==> src/rtl/txm_pkg.sv <==
package txm_pkg;
    // status bit positions
    localparam int ST_STUFF = 0;
    localparam int ST_OVF   = 1;
    localparam int ST_UNR   = 2;
    localparam int ST_SLIP  = 3;
    localparam int ST_SERR  = 4;

    localparam int STUFF_QUANTUM = 4;

    typedef struct packed {
        logic serr;
        logic slip;
        logic unr;
        logic ovf;
    } err_evt_t;

    function automatic logic [7:0] pack_status(input err_evt_t fl, input logic stuff);
        logic [7:0] s;
        s = '0;
        s[ST_STUFF] = stuff;
        s[ST_OVF]   = fl.ovf;
        s[ST_UNR]   = fl.unr;
        s[ST_SLIP]  = fl.slip;
        s[ST_SERR]  = fl.serr;
        return s;
    endfunction
endpackage

==> src/rtl/txm_occupancy.sv <==
module txm_occupancy #(
    parameter int DEPTH = 16,
    localparam int FW = $clog2(DEPTH + 1)
) (
    input  logic clk,
    input  logic rst,
    input  logic wr_stb,
    input  logic rd_stb,
    input  logic fifo_rst,
    output logic ovf_evt,
    output logic unr_evt
);
    localparam logic [FW-1:0] HALF = FW'(DEPTH / 2);
    localparam logic [FW-1:0] FULL = FW'(DEPTH);

    logic [FW-1:0] fill;
    logic wr_ok, rd_ok, at_full, at_empty;

    always_comb begin
        at_full  = (fill == FULL);
        at_empty = (fill == '0);
        wr_ok    = wr_stb && !at_full;
        rd_ok    = rd_stb && !at_empty;
        ovf_evt  = !fifo_rst && wr_stb && at_full;
        unr_evt  = !fifo_rst && rd_stb && at_empty;
    end

    always_ff @(posedge clk) begin
        if (rst || fifo_rst) begin
            fill <= HALF;
        end else begin
            fill <= fill + FW'(wr_ok) - FW'(rd_ok);
        end
    end

    // realignment puts occupancy at half
    p_realign_half_r10: assert property (@(posedge clk) disable iff (rst)
        fifo_rst |=> fill == HALF);
    // after an underrun at most the concurrent write landed
    p_unr_floor_r2: assert property (@(posedge clk) disable iff (rst)
        unr_evt |=> fill <= FW'(1));
endmodule

==> src/rtl/txm_balance.sv <==
module txm_balance #(
    parameter int CNT_W = 12
) (
    input  logic clk,
    input  logic rst,
    input  logic wr_stb,
    input  logic rd_stb,
    input  logic lnk_fm,
    input  logic fifo_rst,
    output logic slip_evt
);
    logic [CNT_W-1:0] wcnt, rcnt, wtot, rtot;

    always_comb begin
        wtot     = wcnt + CNT_W'(wr_stb);
        rtot     = rcnt + CNT_W'(rd_stb);
        slip_evt = !fifo_rst && lnk_fm && (wtot != rtot);
    end

    always_ff @(posedge clk) begin
        if (rst || fifo_rst || lnk_fm) begin
            wcnt <= '0;
            rcnt <= '0;
        end else begin
            wcnt <= wtot;
            rcnt <= rtot;
        end
    end

    // counts restart after every link marker
    p_restart_r4: assert property (@(posedge clk) disable iff (rst)
        lnk_fm |=> (wcnt == '0 && rcnt == '0));
endmodule

==> src/rtl/txm_stuff.sv <==
module txm_stuff #(
    parameter int CNT_W   = 12,
    parameter int TH_W    = 8,
    parameter int NOM_PCM = 4,
    localparam int SW = CNT_W + 2
) (
    input  logic            clk,
    input  logic            rst,
    input  logic            pcm_fm,
    input  logic            lnk_fm,
    input  logic [TH_W-1:0] thresh,
    input  logic            fifo_rst,
    output logic            serr_evt,
    output logic            stuff_bit
);
    import txm_pkg::*;

    logic signed [CNT_W-1:0] acc;
    logic        [CNT_W-1:0] pcnt, ptot;
    logic signed [SW-1:0]    sum, th_s, acc_nx;
    logic                    do_stuff;

    always_comb begin
        ptot     = pcnt + CNT_W'(pcm_fm);
        sum      = SW'(acc) + $signed({2'b00, ptot}) - SW'(NOM_PCM);
        th_s     = $signed({{(SW-TH_W){1'b0}}, thresh});
        serr_evt = !fifo_rst && lnk_fm && ((sum > th_s) || (sum < -th_s));
        do_stuff = !serr_evt && (sum >= SW'(STUFF_QUANTUM));
        if (serr_evt)      acc_nx = '0;
        else if (do_stuff) acc_nx = sum - SW'(STUFF_QUANTUM);
        else               acc_nx = sum;
    end

    always_ff @(posedge clk) begin
        if (rst) begin
            acc       <= '0;
            pcnt      <= '0;
            stuff_bit <= 1'b0;
        end else if (fifo_rst) begin
            acc  <= '0;
            pcnt <= '0;
        end else if (lnk_fm) begin
            acc       <= acc_nx[CNT_W-1:0];
            pcnt      <= '0;
            stuff_bit <= do_stuff;
        end else begin
            pcnt <= ptot;
        end
    end

    // generator restarts on a stuffing error
    p_serr_restart_r6: assert property (@(posedge clk) disable iff (rst)
        serr_evt |=> (acc == '0 && !stuff_bit));
    // stuff decision only moves at a link marker
    p_stuff_hold_r3: assert property (@(posedge clk) disable iff (rst)
        !lnk_fm |=> $stable(stuff_bit));
endmodule

==> src/rtl/txm_status.sv <==
module txm_status (
    input  logic              clk,
    input  logic              rst,
    input  txm_pkg::err_evt_t evt,
    input  logic              stat_rd,
    output txm_pkg::err_evt_t flags
);
    always_ff @(posedge clk) begin
        if (rst) flags <= '0;
        else     flags <= (stat_rd ? '0 : flags) | evt;
    end

    // flags persist when not read
    p_sticky_r7: assert property (@(posedge clk) disable iff (rst)
        !stat_rd |=> ((flags & $past(flags)) == $past(flags)));
    // read without new event clears
    p_clear_r7: assert property (@(posedge clk) disable iff (rst)
        (stat_rd && evt == '0) |=> flags == '0);
endmodule

==> src/rtl/txfifo_stuff_mon.sv <==
module txfifo_stuff_mon #(
    parameter int DEPTH   = 16,
    parameter int CNT_W   = 12,
    parameter int TH_W    = 8,
    parameter int NOM_PCM = 4
) (
    input  logic            clk,
    input  logic            rst,
    input  logic            wr_stb,
    input  logic            rd_stb,
    input  logic            pcm_fm,
    input  logic            lnk_fm,
    input  logic [TH_W-1:0] thresh,
    input  logic            fifo_rst,
    input  logic            stat_rd,
    input  logic            err_rpt_en,
    input  logic            irq_mask,
    output logic [7:0]      status,
    output logic            tx_err,
    output logic            irq
);
    import txm_pkg::*;

    err_evt_t evt, flags;
    logic     stuff_bit;

    txm_occupancy #(.DEPTH(DEPTH)) u_occ (
        .clk(clk), .rst(rst), .wr_stb(wr_stb), .rd_stb(rd_stb),
        .fifo_rst(fifo_rst), .ovf_evt(evt.ovf), .unr_evt(evt.unr)
    );

    txm_balance #(.CNT_W(CNT_W)) u_bal (
        .clk(clk), .rst(rst), .wr_stb(wr_stb), .rd_stb(rd_stb),
        .lnk_fm(lnk_fm), .fifo_rst(fifo_rst), .slip_evt(evt.slip)
    );

    txm_stuff #(.CNT_W(CNT_W), .TH_W(TH_W), .NOM_PCM(NOM_PCM)) u_stf (
        .clk(clk), .rst(rst), .pcm_fm(pcm_fm), .lnk_fm(lnk_fm),
        .thresh(thresh), .fifo_rst(fifo_rst),
        .serr_evt(evt.serr), .stuff_bit(stuff_bit)
    );

    txm_status u_st (
        .clk(clk), .rst(rst), .evt(evt), .stat_rd(stat_rd), .flags(flags)
    );

    always_comb begin
        status = pack_status(flags, stuff_bit);
        tx_err = |flags;
        irq    = tx_err && err_rpt_en && irq_mask;
    end

    // interrupt only when both gates are open
    p_irq_gate_r8: assert property (@(posedge clk) disable iff (rst)
        irq |-> (err_rpt_en && irq_mask && status[4:1] != 4'b0));
endmodule

==> config.mk <==
export PLATFORM = sky130hd
export DESIGN_NAME = txfifo_stuff_mon
export DESIGN_NICKNAME = d
export VERILOG_FILES = /design/src/rtl/txm_pkg.sv /design/src/rtl/txm_occupancy.sv /design/src/rtl/txm_balance.sv /design/src/rtl/txm_stuff.sv /design/src/rtl/txm_status.sv /design/src/rtl/txfifo_stuff_mon.sv
export SDC_FILE = /design/constraint.sdc
export NUM_CORES = 1
export LEC_CHECK = 0
export CAP_MARGIN = 20
export CORE_MARGIN = 2
export CORE_UTILIZATION = 28
export DETAILED_ROUTE_END_ITERATION = 7
export GPL_TIMING_DRIVEN = 0
export PLACE_DENSITY = 0.44
export SLEW_MARGIN = 20
export SYNTH_ARGS = -nofsm -noshare
export SYNTH_HDL_FRONTEND = slang
export SYNTH_SLANG_ARGS = --single-unit
==> constraint.sdc <==
create_clock -name clk -period 7.55 [get_ports clk]
set_input_delay 2.265 -clock clk [delete_from_list [all_inputs] [get_ports clk]]
set_output_delay 2.265 -clock clk [all_outputs]
set_load 0.02 [all_outputs]
==> results of run 1 <==
## metal layers
metal | wire length [um] | up-vias
met4 | 109 | 0
met1 | 5740 | 1820
li1 | - | 2017
met2 | 5320 | 55
met5 | 0 | -
met3 | 314 | 8
## worst max-delay path by stage
stage / endpoint / depth (start not counted) / slack (ns)
after floorplan: u_stf.acc[1]$_SDFFE_PP0P_ / 20 / 1.38
after global placement: u_stf.acc[1]$_SDFFE_PP0P_ / 21 / 0.1
after detailed placement: u_stf.acc[1]$_SDFFE_PP0P_ / 21 / 0.03
after CTS: u_stf.acc[1]$_SDFFE_PP0P_ / 21 / 0.36
after global routing: u_stf.acc[1]$_SDFFE_PP0P_ / 22 / 0.05
final: u_stf.acc[1]$_SDFFE_PP0P_ / 22 / 0.41
## layout make-up
| type | instances | area, um^2 |
|---|---|---|
| Buffer | 16 | 103 |
| Clock buffer | 13 | 280 |
| Clock inverter | 3 | 68.8 |
| Fill cell | 1703 | 10900 |
| Inverter | 60 | 225 |
| Multi-Input combinational cell | 418 | 3180 |
| Sequential cell | 58 | 1160 |
| Tap cell | 220 | 275 |
| Timing Repair Buffer | 25 | 248 |
## state kept, by name (all words and copies together) (netlist names)
name	count
u_bal.rcnt	12
u_bal.wcnt	12
u_stf.stuff_bit	1
u_stf.pcnt	12
u_st.flags	4
u_occ.fill	5
u_stf.acc	12
## through the flow
| step | utilization | area [um^2] | cells | worst slack [ns] | hold slack [ns] |
|---|---|---|---|---|---|
| after global routing | 0.338 | 5540 | 813 | 0.0489 | 0.483 |
| after CTS | 0.337 | 5530 | 812 | 0.363 | 0.457 |
| after detailed placement | 0.316 | 5180 | 796 | 0.0278 | 0.451 |
| after global placement | 0.316 | 5180 | 796 | 0.0951 | 0.445 |
| final | 0.338 | 5540 | 813 | 0.407 | 0.458 |
| after floorplan | - | 4670 | 552 | 1.38 | 0.431 |
## cell families (layout without fill, tap and decap cells)
logic type | after synthesis | after routing | share of synthesized area
compound gates | 103 | 103 | 0.175
flops | 58 | 58 | 0.249
xor+xnor | 58 | 58 | 0.109
simple gates | 187 | 187 | 0.214
other cells | 1 | 3 | 0.000805
fa+ha+maj | 61 | 61 | 0.169
mux | 6 | 6 | 0.0132
buf+inv | 76 | 117 | 0.0703
## worst max-delay path: stages
cell                              delay [ns]
sky130_fd_sc_hd__clkdlybuf4s50_1        0.50
sky130_fd_sc_hd__ha_1                   0.19
sky130_fd_sc_hd__nand3_1                0.18
sky130_fd_sc_hd__nor2_1                 0.20
sky130_fd_sc_hd__xnor2_1                0.11
sky130_fd_sc_hd__ha_1                   0.28
sky130_fd_sc_hd__inv_1                  0.04
sky130_fd_sc_hd__ha_1                   0.29
sky130_fd_sc_hd__buf_6                  0.14
sky130_fd_sc_hd__a21o_1                 0.21
sky130_fd_sc_hd__a21oi_2                0.17
sky130_fd_sc_hd__nand2_1                0.13
sky130_fd_sc_hd__xor2_1                 0.73
sky130_fd_sc_hd__ha_1                   0.37
sky130_fd_sc_hd__a41oi_1                0.17
sky130_fd_sc_hd__o21ai_0                0.12
sky130_fd_sc_hd__a21oi_1                0.17
sky130_fd_sc_hd__o21ai_0                0.11
sky130_fd_sc_hd__o211ai_1               0.23
sky130_fd_sc_hd__nand2_2                0.25
sky130_fd_sc_hd__and2_1                 0.23
sky130_fd_sc_hd__a32o_1                 0.24
## synth_stat cells, drive strengths merged (3+ instances only)
library cell / n
a311oi: 3
a21o: 6
nor2: 58
mux2i: 5
a31oi: 4
nand3: 17
dfxtp: 58
nand2b: 7
ha: 58
o22ai: 5
or4: 3
fa: 3
o211ai: 8
a32o: 3
and3: 10
o21a: 3
and4: 3
a21boi: 4
xor2: 32
xnor2: 26
nor4: 9
o21ai: 15
or2: 3
a21oi: 20
nor2b: 7
and2: 13
a211oi: 7
inv: 60
nand2: 28
o2111ai: 5
clkbuf: 3
nand4: 17
nor3: 7
buf: 13
or3: 4
## where the power goes
group | total (W) | switching, W | internal (W) | leakage, nW
logic | 0.000495 | 0.000295 | 0.000200 | 1.65
clock network | 0.000471 | 0.000146 | 0.000325 | 0.172
registers | 0.000330 | 0.00000888 | 0.000322 | 0.469
total | 0.00130 | 0.000450 | 0.000847 | 2.29
## repair_timing
| item | CTS | global route |
|---|---|---|
| hold buffers | 0 | 0 |
| setup buffers | 0 | 1 |
| endpoints found under the setup margin | 0 | 1 |
==> report_table.html, run 1 <==
<table>
<tr><th>Metric</th><th>Value</th></tr>
<tr><th colspan="2">Synth</th></tr>
<tr><td>Mapped Area</td><td>0.00466 mm^2</td></tr>
<tr><td>Cells taking the most area after synthesis</td><td>sky130_fd_sc_hd__dfxtp_1 (25%), sky130_fd_sc_hd__ha_1 (16%), sky130_fd_sc_hd__xor2_1 (6.0%)</td></tr>
<tr><td>Most frequently used flop master after synthesis</td><td>sky130_fd_sc_hd__dfxtp_1</td></tr>
<tr><td>FF+latch count, synth</td><td>58</td></tr>
<tr><td>Synth top area share</td><td>0.249</td></tr>
<tr><td>Synthesized instance count</td><td>550</td></tr>
<tr><td>Sequential share of the synthesized area</td><td>0.249</td></tr>
<tr><td>Leading area contributor after synthesis</td><td>sky130_fd_sc_hd__dfxtp_1</td></tr>
<tr><td>EDFF count, synth</td><td>0</td></tr>
<tr><td>Mean instance size in the synthesized netlist</td><td>8.47 um^2</td></tr>
<tr><td>Number of distinct standard cells referenced by the synthesized netlist</td><td>77</td></tr>
<tr><td>Yosys Warn Count</td><td>0</td></tr>
<tr><td>Post-synthesis async set-or-reset flop share</td><td>0</td></tr>
<tr><th colspan="2">Placed design</th></tr>
<tr><td>I/O Buffers</td><td>24</td></tr>
<tr><td>Final HPWL from detailed placement</td><td>9160 um</td></tr>
<tr><td>Final estimated routing congestion in global placement</td><td>0.852</td></tr>
<tr><th colspan="2">Worst setup path</th></tr>
<tr><td>Worst flop-to-flop path endpoint</td><td>u_stf.acc[1]$_SDFFE_PP0P_</td></tr>
<tr><td>Worst setup path category</td><td>in2reg</td></tr>
<tr><td>Worst endpoint required time</td><td>7.77 ns</td></tr>
<tr><td>Critical Path Sink Type</td><td>register</td></tr>
<tr><td>Flop2flop setup slack</td><td>2.54 ns</td></tr>
<tr><td>Worst-path fanout max</td><td>8</td></tr>
<tr><td>Reg2Reg Depth</td><td>21</td></tr>
<tr><td>Critical path data arrival time</td><td>7.36 ns</td></tr>
<tr><td>Nature of the critical path startpoint</td><td>input pin</td></tr>
<tr><td>Worst R2R Start</td><td>u_stf.pcnt[0]$_SDFF_PP0_</td></tr>
<tr><td>Worst setup path startpoint</td><td>pcm_fm</td></tr>
<tr><th colspan="2">STA</th></tr>
<tr><td>Slew Limit Headroom</td><td>0.407</td></tr>
<tr><td>Hold Fails Final Rpt</td><td>0</td></tr>
<tr><td>Final worst clock skew</td><td>0.00663 ns</td></tr>
<tr><td>Setup-failing EPs final</td><td>0</td></tr>
<tr><td>Peak Freq</td><td>140 MHz</td></tr>
<tr><td>Aggregate negative setup slack</td><td>0 ns</td></tr>
<tr><td>Unrepaired setup endpoints after global routing</td><td>false</td></tr>
<tr><td>Worst slew pin tran</td><td>0.887 ns</td></tr>
<tr><td>Fraction of the cycle the final worst path needs</td><td>0.946</td></tr>
<tr><td>Final number of max-transition violations</td><td>0</td></tr>
<tr><td>Final period demand of the worst path</td><td>7.14 ns</td></tr>
<tr><th colspan="2">Routing</th></tr>
<tr><td>Wire length per cell after detailed routing</td><td>14.1 um</td></tr>
<tr><td>First-pass iteration count of the detailed router</td><td>4</td></tr>
<tr><td>Iteration-0 DRC Markers</td><td>162</td></tr>
<tr><td>Post-DRT Antenna Nets</td><td>0</td></tr>
<tr><td>WL final</td><td>11,500 um</td></tr>
<tr><td>Count of unresolved DRC violations after routing</td><td>0</td></tr>
<tr><td>Via count</td><td>3,900</td></tr>
<tr><td>Via density</td><td>4.80</td></tr>
<tr><th colspan="2">Clocking</th></tr>
<tr><td>Cell at the root of the clock tree</td><td>sky130_fd_sc_hd__clkbuf_16</td></tr>
<tr><td>Post-cts gate resize count</td><td>0</td></tr>
<tr><td>Clock tree from TritonCTS</td><td>built</td></tr>
<tr><td>Htree depth</td><td>3</td></tr>
<tr><td>Num CTS Buffers</td><td>9</td></tr>
<tr><td>Longest Clk Path Bufs</td><td>2</td></tr>
<tr><td>Clock network latency to the later pin of the worst-skew pair</td><td>0.33 ns</td></tr>
<tr><td>TritonCTS sink count</td><td>58</td></tr>
<tr><td>CTS clock-pin slew for the worst setup and hold paths</td><td>0.05 ns</td></tr>
<tr><th colspan="2">Floorplan</th></tr>
<tr><td>I/O pin count</td><td>28</td></tr>
<tr><td>Overall die area</td><td>0.0177 mm^2</td></tr>
<tr><td>DIE WIDTH</td><td>133 um</td></tr>
<tr><td>Area of the core region</td><td>0.0164 mm^2</td></tr>
<tr><td>Height of the die</td><td>133 um</td></tr>
<tr><td>Number of rows in the core area</td><td>47</td></tr>
<tr><td>Initial standard-cell utilization of the core</td><td>0.284</td></tr>
<tr><th colspan="2">Pwr</th></tr>
<tr><td>Power density relative to cell area</td><td>234 mW/mm^2</td></tr>
<tr><td>Worst-case vdd ir drop</td><td>0.0956 mV</td></tr>
<tr><td>Final Power</td><td>0.00130 W</td></tr>
<tr><td>Static Leakage</td><td>2.29 nW</td></tr>
<tr><th colspan="2">Outcome</th></tr>
<tr><td>Outcome</td><td>finished, final reports clean</td></tr>
<tr><th colspan="2">Global route</th></tr>
<tr><td>Pin count of the biggest net entering global routing</td><td>11</td></tr>
<tr><td>Global-route wire length before repair</td><td>18,900 um</td></tr>
<tr><td>Highest-utilization routing layer at the global route stage</td><td>met2</td></tr>
<tr><td>Met3 routing resource usage after global routing</td><td>0.0241</td></tr>
<tr><td>Met1 track utilization from global routing</td><td>0.178</td></tr>
<tr><td>GRT Overall Usage</td><td>0.133</td></tr>
<tr><td>Final global-route overflow total</td><td>0</td></tr>
<tr><td>Antenna violations before repair</td><td>0</td></tr>
<tr><td>Vias in the first global route</td><td>3,794</td></tr>
<tr><td>Met2 Track Usage GR</td><td>0.223</td></tr>
<tr><th colspan="2">Worst hold path</th></tr>
<tr><td>Worst hold path cell count</td><td>2</td></tr>
<tr><td>Worst min-delay path endpoint</td><td>u_stf.acc[0]$_SDFFE_PP0P_</td></tr>
<tr><td>HP Start</td><td>u_stf.acc[0]$_SDFFE_PP0P_</td></tr>
<tr><td>Worst hold path class</td><td>reg2reg</td></tr>
<tr><th colspan="2">Flow run</th></tr>
<tr><td># Max-Cap Violations</td><td>0</td></tr>
<tr><th colspan="2">Layout</th></tr>
<tr><td>Antenna Cells</td><td>0</td></tr>
<tr><td>Commonest non-fill, non-tap cells in the layout</td><td>sky130_fd_sc_hd__inv_1 (59), sky130_fd_sc_hd__nor2_1 (58), sky130_fd_sc_hd__ha_1 (58), sky130_fd_sc_hd__dfxtp_1 (58), sky130_fd_sc_hd__xor2_1 (32)</td></tr>
<tr><td>Layout net count</td><td>667</td></tr>
<tr><td>Most common cell after layout, fill and taps aside</td><td>sky130_fd_sc_hd__inv_1</td></tr>
<tr><td>Fraction of final layout cells with drive strength greater than 1</td><td>0.0877</td></tr>
<tr><td>Layout Area Growth over Synthesis</td><td>18.9%</td></tr>
</table>
No activity file was read; power rests on OpenSTA's default activity.
==> run 2, diff against run 1 <==
--- a/config.mk
+++ b/config.mk
@@ -10,7 +10,7 @@
 export CORE_UTILIZATION = 28
 export DETAILED_ROUTE_END_ITERATION = 7
 export GPL_TIMING_DRIVEN = 0
-export PLACE_DENSITY = 0.44
+export PLACE_DENSITY = 0.41
 export SLEW_MARGIN = 20
 export SYNTH_ARGS = -nofsm -noshare
 export SYNTH_HDL_FRONTEND = slang
==> report_table.html, run 2 (synthesis results as in run 1) <==
<table>
<tr><th>Metric</th><th>Value</th></tr>
<tr><th colspan="2">Routing</th></tr>
<tr><td>Via count</td><td>3,909</td></tr>
<tr><td>First-pass iteration count of the detailed router</td><td>4</td></tr>
<tr><td>WL final</td><td>11,500 um</td></tr>
<tr><td>Via density</td><td>4.83</td></tr>
<tr><td>Iteration-0 DRC Markers</td><td>173</td></tr>
<tr><td>Count of unresolved DRC violations after routing</td><td>0</td></tr>
<tr><td>Wire length per cell after detailed routing</td><td>14.2 um</td></tr>
<tr><td>Post-DRT Antenna Nets</td><td>0</td></tr>
<tr><th colspan="2">Worst setup path</th></tr>
<tr><td>Worst-path fanout max</td><td>8</td></tr>
<tr><td>CP top delay family</td><td>compound AO/OA/AOI/OAI gates</td></tr>
<tr><td>Most frequent CP cell</td><td>sky130_fd_sc_hd__ha_1</td></tr>
<tr><td>Critical path data arrival time</td><td>7.37 ns</td></tr>
<tr><td>Series of cell instances along the critical path</td><td>clkdlybuf4s50_1 -&gt; ha_1 -&gt; nand3_1 -&gt; nor2_1 -&gt; and3_1 -&gt; xnor2_1 -&gt; ha_1 -&gt; inv_1 -&gt; ha_1 -&gt; a21o_1 -&gt; nor3_1 -&gt; a2111oi_4 -&gt; ha_1 -&gt; a41oi_1 -&gt; o21ai_0 -&gt; a21oi_1 -&gt; o21ai_0 -&gt; o211ai_1 -&gt; nand2_2 -&gt; and2_1 -&gt; a32o_1</td></tr>
<tr><td>Critical Path Sink Type</td><td>register</td></tr>
<tr><td>Worst endpoint required time</td><td>7.77 ns</td></tr>
<tr><td>Nature of the critical path startpoint</td><td>input pin</td></tr>
<tr><td>Worst setup path category</td><td>in2reg</td></tr>
<tr><td>Slowest Stage Delay on Critical Path</td><td>0.67 ns</td></tr>
<tr><td>Critical path buffer and inverter count</td><td>2</td></tr>
<tr><td>Slowest cell on crit path</td><td>sky130_fd_sc_hd__a2111oi_4</td></tr>
<tr><th colspan="2">Pwr</th></tr>
<tr><td>Cell Int Power</td><td>0.000762 W</td></tr>
<tr><td>Comb power frac</td><td>0.410</td></tr>
<tr><td>Power density relative to cell area</td><td>220 mW/mm^2</td></tr>
<tr><td>Switching power of the nets</td><td>0.000441 W</td></tr>
<tr><td>Switching share of total power</td><td>0.366</td></tr>
<tr><td>Part of the power in the clock network</td><td>0.315</td></tr>
<tr><td>Static Leakage</td><td>2.25 nW</td></tr>
<tr><td>Worst-case vdd ir drop</td><td>0.123 mV</td></tr>
<tr><td>Reg power frac</td><td>0.275</td></tr>
<tr><th colspan="2">STA</th></tr>
<tr><td>Final number of max-transition violations</td><td>0</td></tr>
<tr><td>Unrepaired setup endpoints after global routing</td><td>false</td></tr>
<tr><td>Setup-failing EPs final</td><td>0</td></tr>
<tr><td>Hold Fails Final Rpt</td><td>0</td></tr>
<tr><td>Fraction of the cycle the final worst path needs</td><td>0.947</td></tr>
<tr><td>Slew Limit Headroom</td><td>0.436</td></tr>
<tr><td>Post-route setup slack</td><td>0.397 ns</td></tr>
<tr><td>Peak Freq</td><td>140 MHz</td></tr>
<tr><td>Aggregate negative setup slack</td><td>0 ns</td></tr>
<tr><td>Worst slew pin tran</td><td>0.842 ns</td></tr>
<tr><td>Final period demand of the worst path</td><td>7.15 ns</td></tr>
<tr><td>Final worst clock skew</td><td>0.00420 ns</td></tr>
<tr><th colspan="2">Clocking</th></tr>
<tr><td>Htree depth</td><td>3</td></tr>
<tr><td>Cell at the root of the clock tree</td><td>sky130_fd_sc_hd__clkbuf_16</td></tr>
<tr><td>Setup repair bufs after CTS</td><td>0</td></tr>
<tr><td>Num CTS Buffers</td><td>9</td></tr>
<tr><td>Clock network latency to the later pin of the worst-skew pair</td><td>0.33 ns</td></tr>
<tr><td>Post-cts gate resize count</td><td>0</td></tr>
<tr><td>Longest Clk Path Bufs</td><td>2</td></tr>
<tr><td>Number of buffers inserted for hold repair after clock tree synthesis</td><td>0</td></tr>
<tr><td>CTS clock-pin slew for the worst setup and hold paths</td><td>0.05 ns</td></tr>
<tr><td>Clock tree from TritonCTS</td><td>built</td></tr>
<tr><td>TritonCTS sink count</td><td>58</td></tr>
<tr><th colspan="2">Global route</th></tr>
<tr><td>GRT Overall Usage</td><td>0.138</td></tr>
<tr><td>Global-route wire length before repair</td><td>19,500 um</td></tr>
<tr><td>Vias in the first global route</td><td>3,953</td></tr>
<tr><td>Antenna violations before repair</td><td>0</td></tr>
<tr><td>Pin count of the biggest net entering global routing</td><td>11</td></tr>
<tr><td>Final global-route overflow total</td><td>0</td></tr>
<tr><th colspan="2">Placed design</th></tr>
<tr><td>DP Area</td><td>0.00518 mm^2</td></tr>
<tr><td>I/O Buffers</td><td>24</td></tr>
<tr><td>Final estimated routing congestion in global placement</td><td>0.815</td></tr>
<tr><td>Worst-case setup slack after placement</td><td>0.0503 ns</td></tr>
<tr><td>Final HPWL from detailed placement</td><td>9240 um</td></tr>
<tr><th colspan="2">Floorplan</th></tr>
<tr><td>I/O pin count</td><td>28</td></tr>
<tr><td>Initial standard-cell utilization of the core</td><td>0.284</td></tr>
<tr><td>Number of rows in the core area</td><td>47</td></tr>
<tr><td>Overall die area</td><td>0.0177 mm^2</td></tr>
<tr><td>Area of the core region</td><td>0.0164 mm^2</td></tr>
<tr><td>DIE WIDTH</td><td>133 um</td></tr>
<tr><td>Height of the die</td><td>133 um</td></tr>
<tr><th colspan="2">Outcome</th></tr>
<tr><td>Outcome</td><td>finished, final reports clean</td></tr>
<tr><th colspan="2">Layout</th></tr>
<tr><td>Most common cell after layout, fill and taps aside</td><td>sky130_fd_sc_hd__inv_1</td></tr>
<tr><td>Area occupied by registers</td><td>0.00116 mm^2</td></tr>
<tr><td>Layout filler cell count</td><td>1,716</td></tr>
<tr><td>Area occupied by multi-input gates</td><td>0.00318 mm^2</td></tr>
<tr><td>Antenna Cells</td><td>0</td></tr>
<tr><td>Layout Area Growth over Synthesis</td><td>17.2%</td></tr>
<tr><td>Layout net count</td><td>666</td></tr>
<tr><td>Commonest non-fill, non-tap cells in the layout</td><td>sky130_fd_sc_hd__inv_1 (59), sky130_fd_sc_hd__nor2_1 (58), sky130_fd_sc_hd__ha_1 (58), sky130_fd_sc_hd__dfxtp_1 (58), sky130_fd_sc_hd__xor2_1 (32)</td></tr>
<tr><td>Fraction of final layout cells with drive strength greater than 1</td><td>0.0831</td></tr>
<tr><td>Area of all placed cells without fillers</td><td>0.00546 mm^2</td></tr>
<tr><th colspan="2">Worst hold path</th></tr>
<tr><td>Worst hold path class</td><td>reg2reg</td></tr>
<tr><th colspan="2">Flow run</th></tr>
<tr><td># Max-Cap Violations</td><td>0</td></tr>
</table>
==> run 2: cell count changes in the layout (fill, tap and decap cells not counted), sizes merged <==
cell and delta:
buf -1, bufinv -2, clkbuf -1, clkinvlp +1
==> run 2: stage by stage <==
stage | cells | power, W | utilization | hold slack, ns
floorplan | 552 | 0.000701 | - | 0.431
global placement | 796 | 0.000827 | 0.316 | 0.447
detailed placement | 796 | 0.000831 | 0.316 | 0.459
CTS | 810 | 0.00122 | 0.333 | 0.465
global route | 810 | 0.00129 | 0.333 | 0.506
finish | 810 | 0.00120 | 0.333 | 0.473
==> run 2: layout make-up <==
class	count	area share
Multi-Input combinational cell	418	0.582
Sequential cell	58	0.213
Tap cell	220	0.0504
Clock buffer	12	0.0488
Timing Repair Buffer	24	0.0440
Inverter	60	0.0412
Buffer	16	0.0188
Clock inverter	2	0.00229
==> run 2: power groups by stage <==
stage	clock, W	combinational [W]	sequential, W
after floorplan	0	0.000365	0.000336
after global placement	0	0.000491	0.000337
after detailed placement	0	0.000494	0.000337
after CTS	0.000394	0.000498	0.000331
after global routing	0.000407	0.000552	0.000332
final	0.000379	0.000493	0.000331
==> run 2: worst reg2reg max path: stages, from the launching register on <==
cell	delay (ns)
sky130_fd_sc_hd__dfxtp_1	0.33
sky130_fd_sc_hd__ha_1	0.19
sky130_fd_sc_hd__nand3_1	0.17
sky130_fd_sc_hd__nor2_1	0.19
sky130_fd_sc_hd__and3_1	0.19
sky130_fd_sc_hd__xnor2_1	0.10
sky130_fd_sc_hd__ha_1	0.30
sky130_fd_sc_hd__inv_1	0.04
sky130_fd_sc_hd__ha_1	0.40
sky130_fd_sc_hd__a21o_1	0.32
sky130_fd_sc_hd__nor3_1	0.12
sky130_fd_sc_hd__a2111oi_4	0.67
sky130_fd_sc_hd__ha_1	0.38
sky130_fd_sc_hd__a41oi_1	0.20
sky130_fd_sc_hd__o21ai_0	0.11
sky130_fd_sc_hd__a21oi_1	0.14
sky130_fd_sc_hd__o21ai_0	0.11
sky130_fd_sc_hd__o211ai_1	0.24
sky130_fd_sc_hd__nand2_2	0.25
sky130_fd_sc_hd__and2_1	0.23
sky130_fd_sc_hd__a32o_1	0.24
==> run 2: final timing paths <==
path / startpoint / endpoint / slack, ns / cells after the start
worst max-delay path: pcm_fm / u_stf.acc[1]$_SDFFE_PP0P_ / 0.40 / 21
worst min-delay path: u_stf.acc[0]$_SDFFE_PP0P_ / u_stf.acc[0]$_SDFFE_PP0P_ / 0.47 / 2
worst max register to register: u_stf.pcnt[0]$_SDFF_PP0_ / u_stf.acc[1]$_SDFFE_PP0P_ / 2.52 / 20
worst min register to register: u_stf.acc[0]$_SDFFE_PP0P_ / u_stf.acc[0]$_SDFFE_PP0P_ / 0.47 / 2
==> run 2: metal layers <==
layer  GRT usage  up-vias  share of wire
met4      0.0478        0          0.016
met1       0.183     1815           0.48
met5           0        -              0
met2       0.226       72           0.46
li1            -     2009              -
met3      0.0257       13          0.038
==> run 3, diff against run 2 <==
==> constraint.sdc (replaced) <==
create_clock -name clk -period 7.55 [get_ports clk]
set_input_delay 1.51 -clock clk [delete_from_list [all_inputs] [get_ports clk]]
set_output_delay 1.51 -clock clk [all_outputs]
set_load 0.02 [all_outputs]
==> results of run 3 <==
The final DEF is identical to that of run 2. Status: finished, final reports clean.
Main changes from that run: setup slack after placement 0.0503 ns -> 0.805 ns; setup slack after layout 0.397 ns -> 1.15 ns
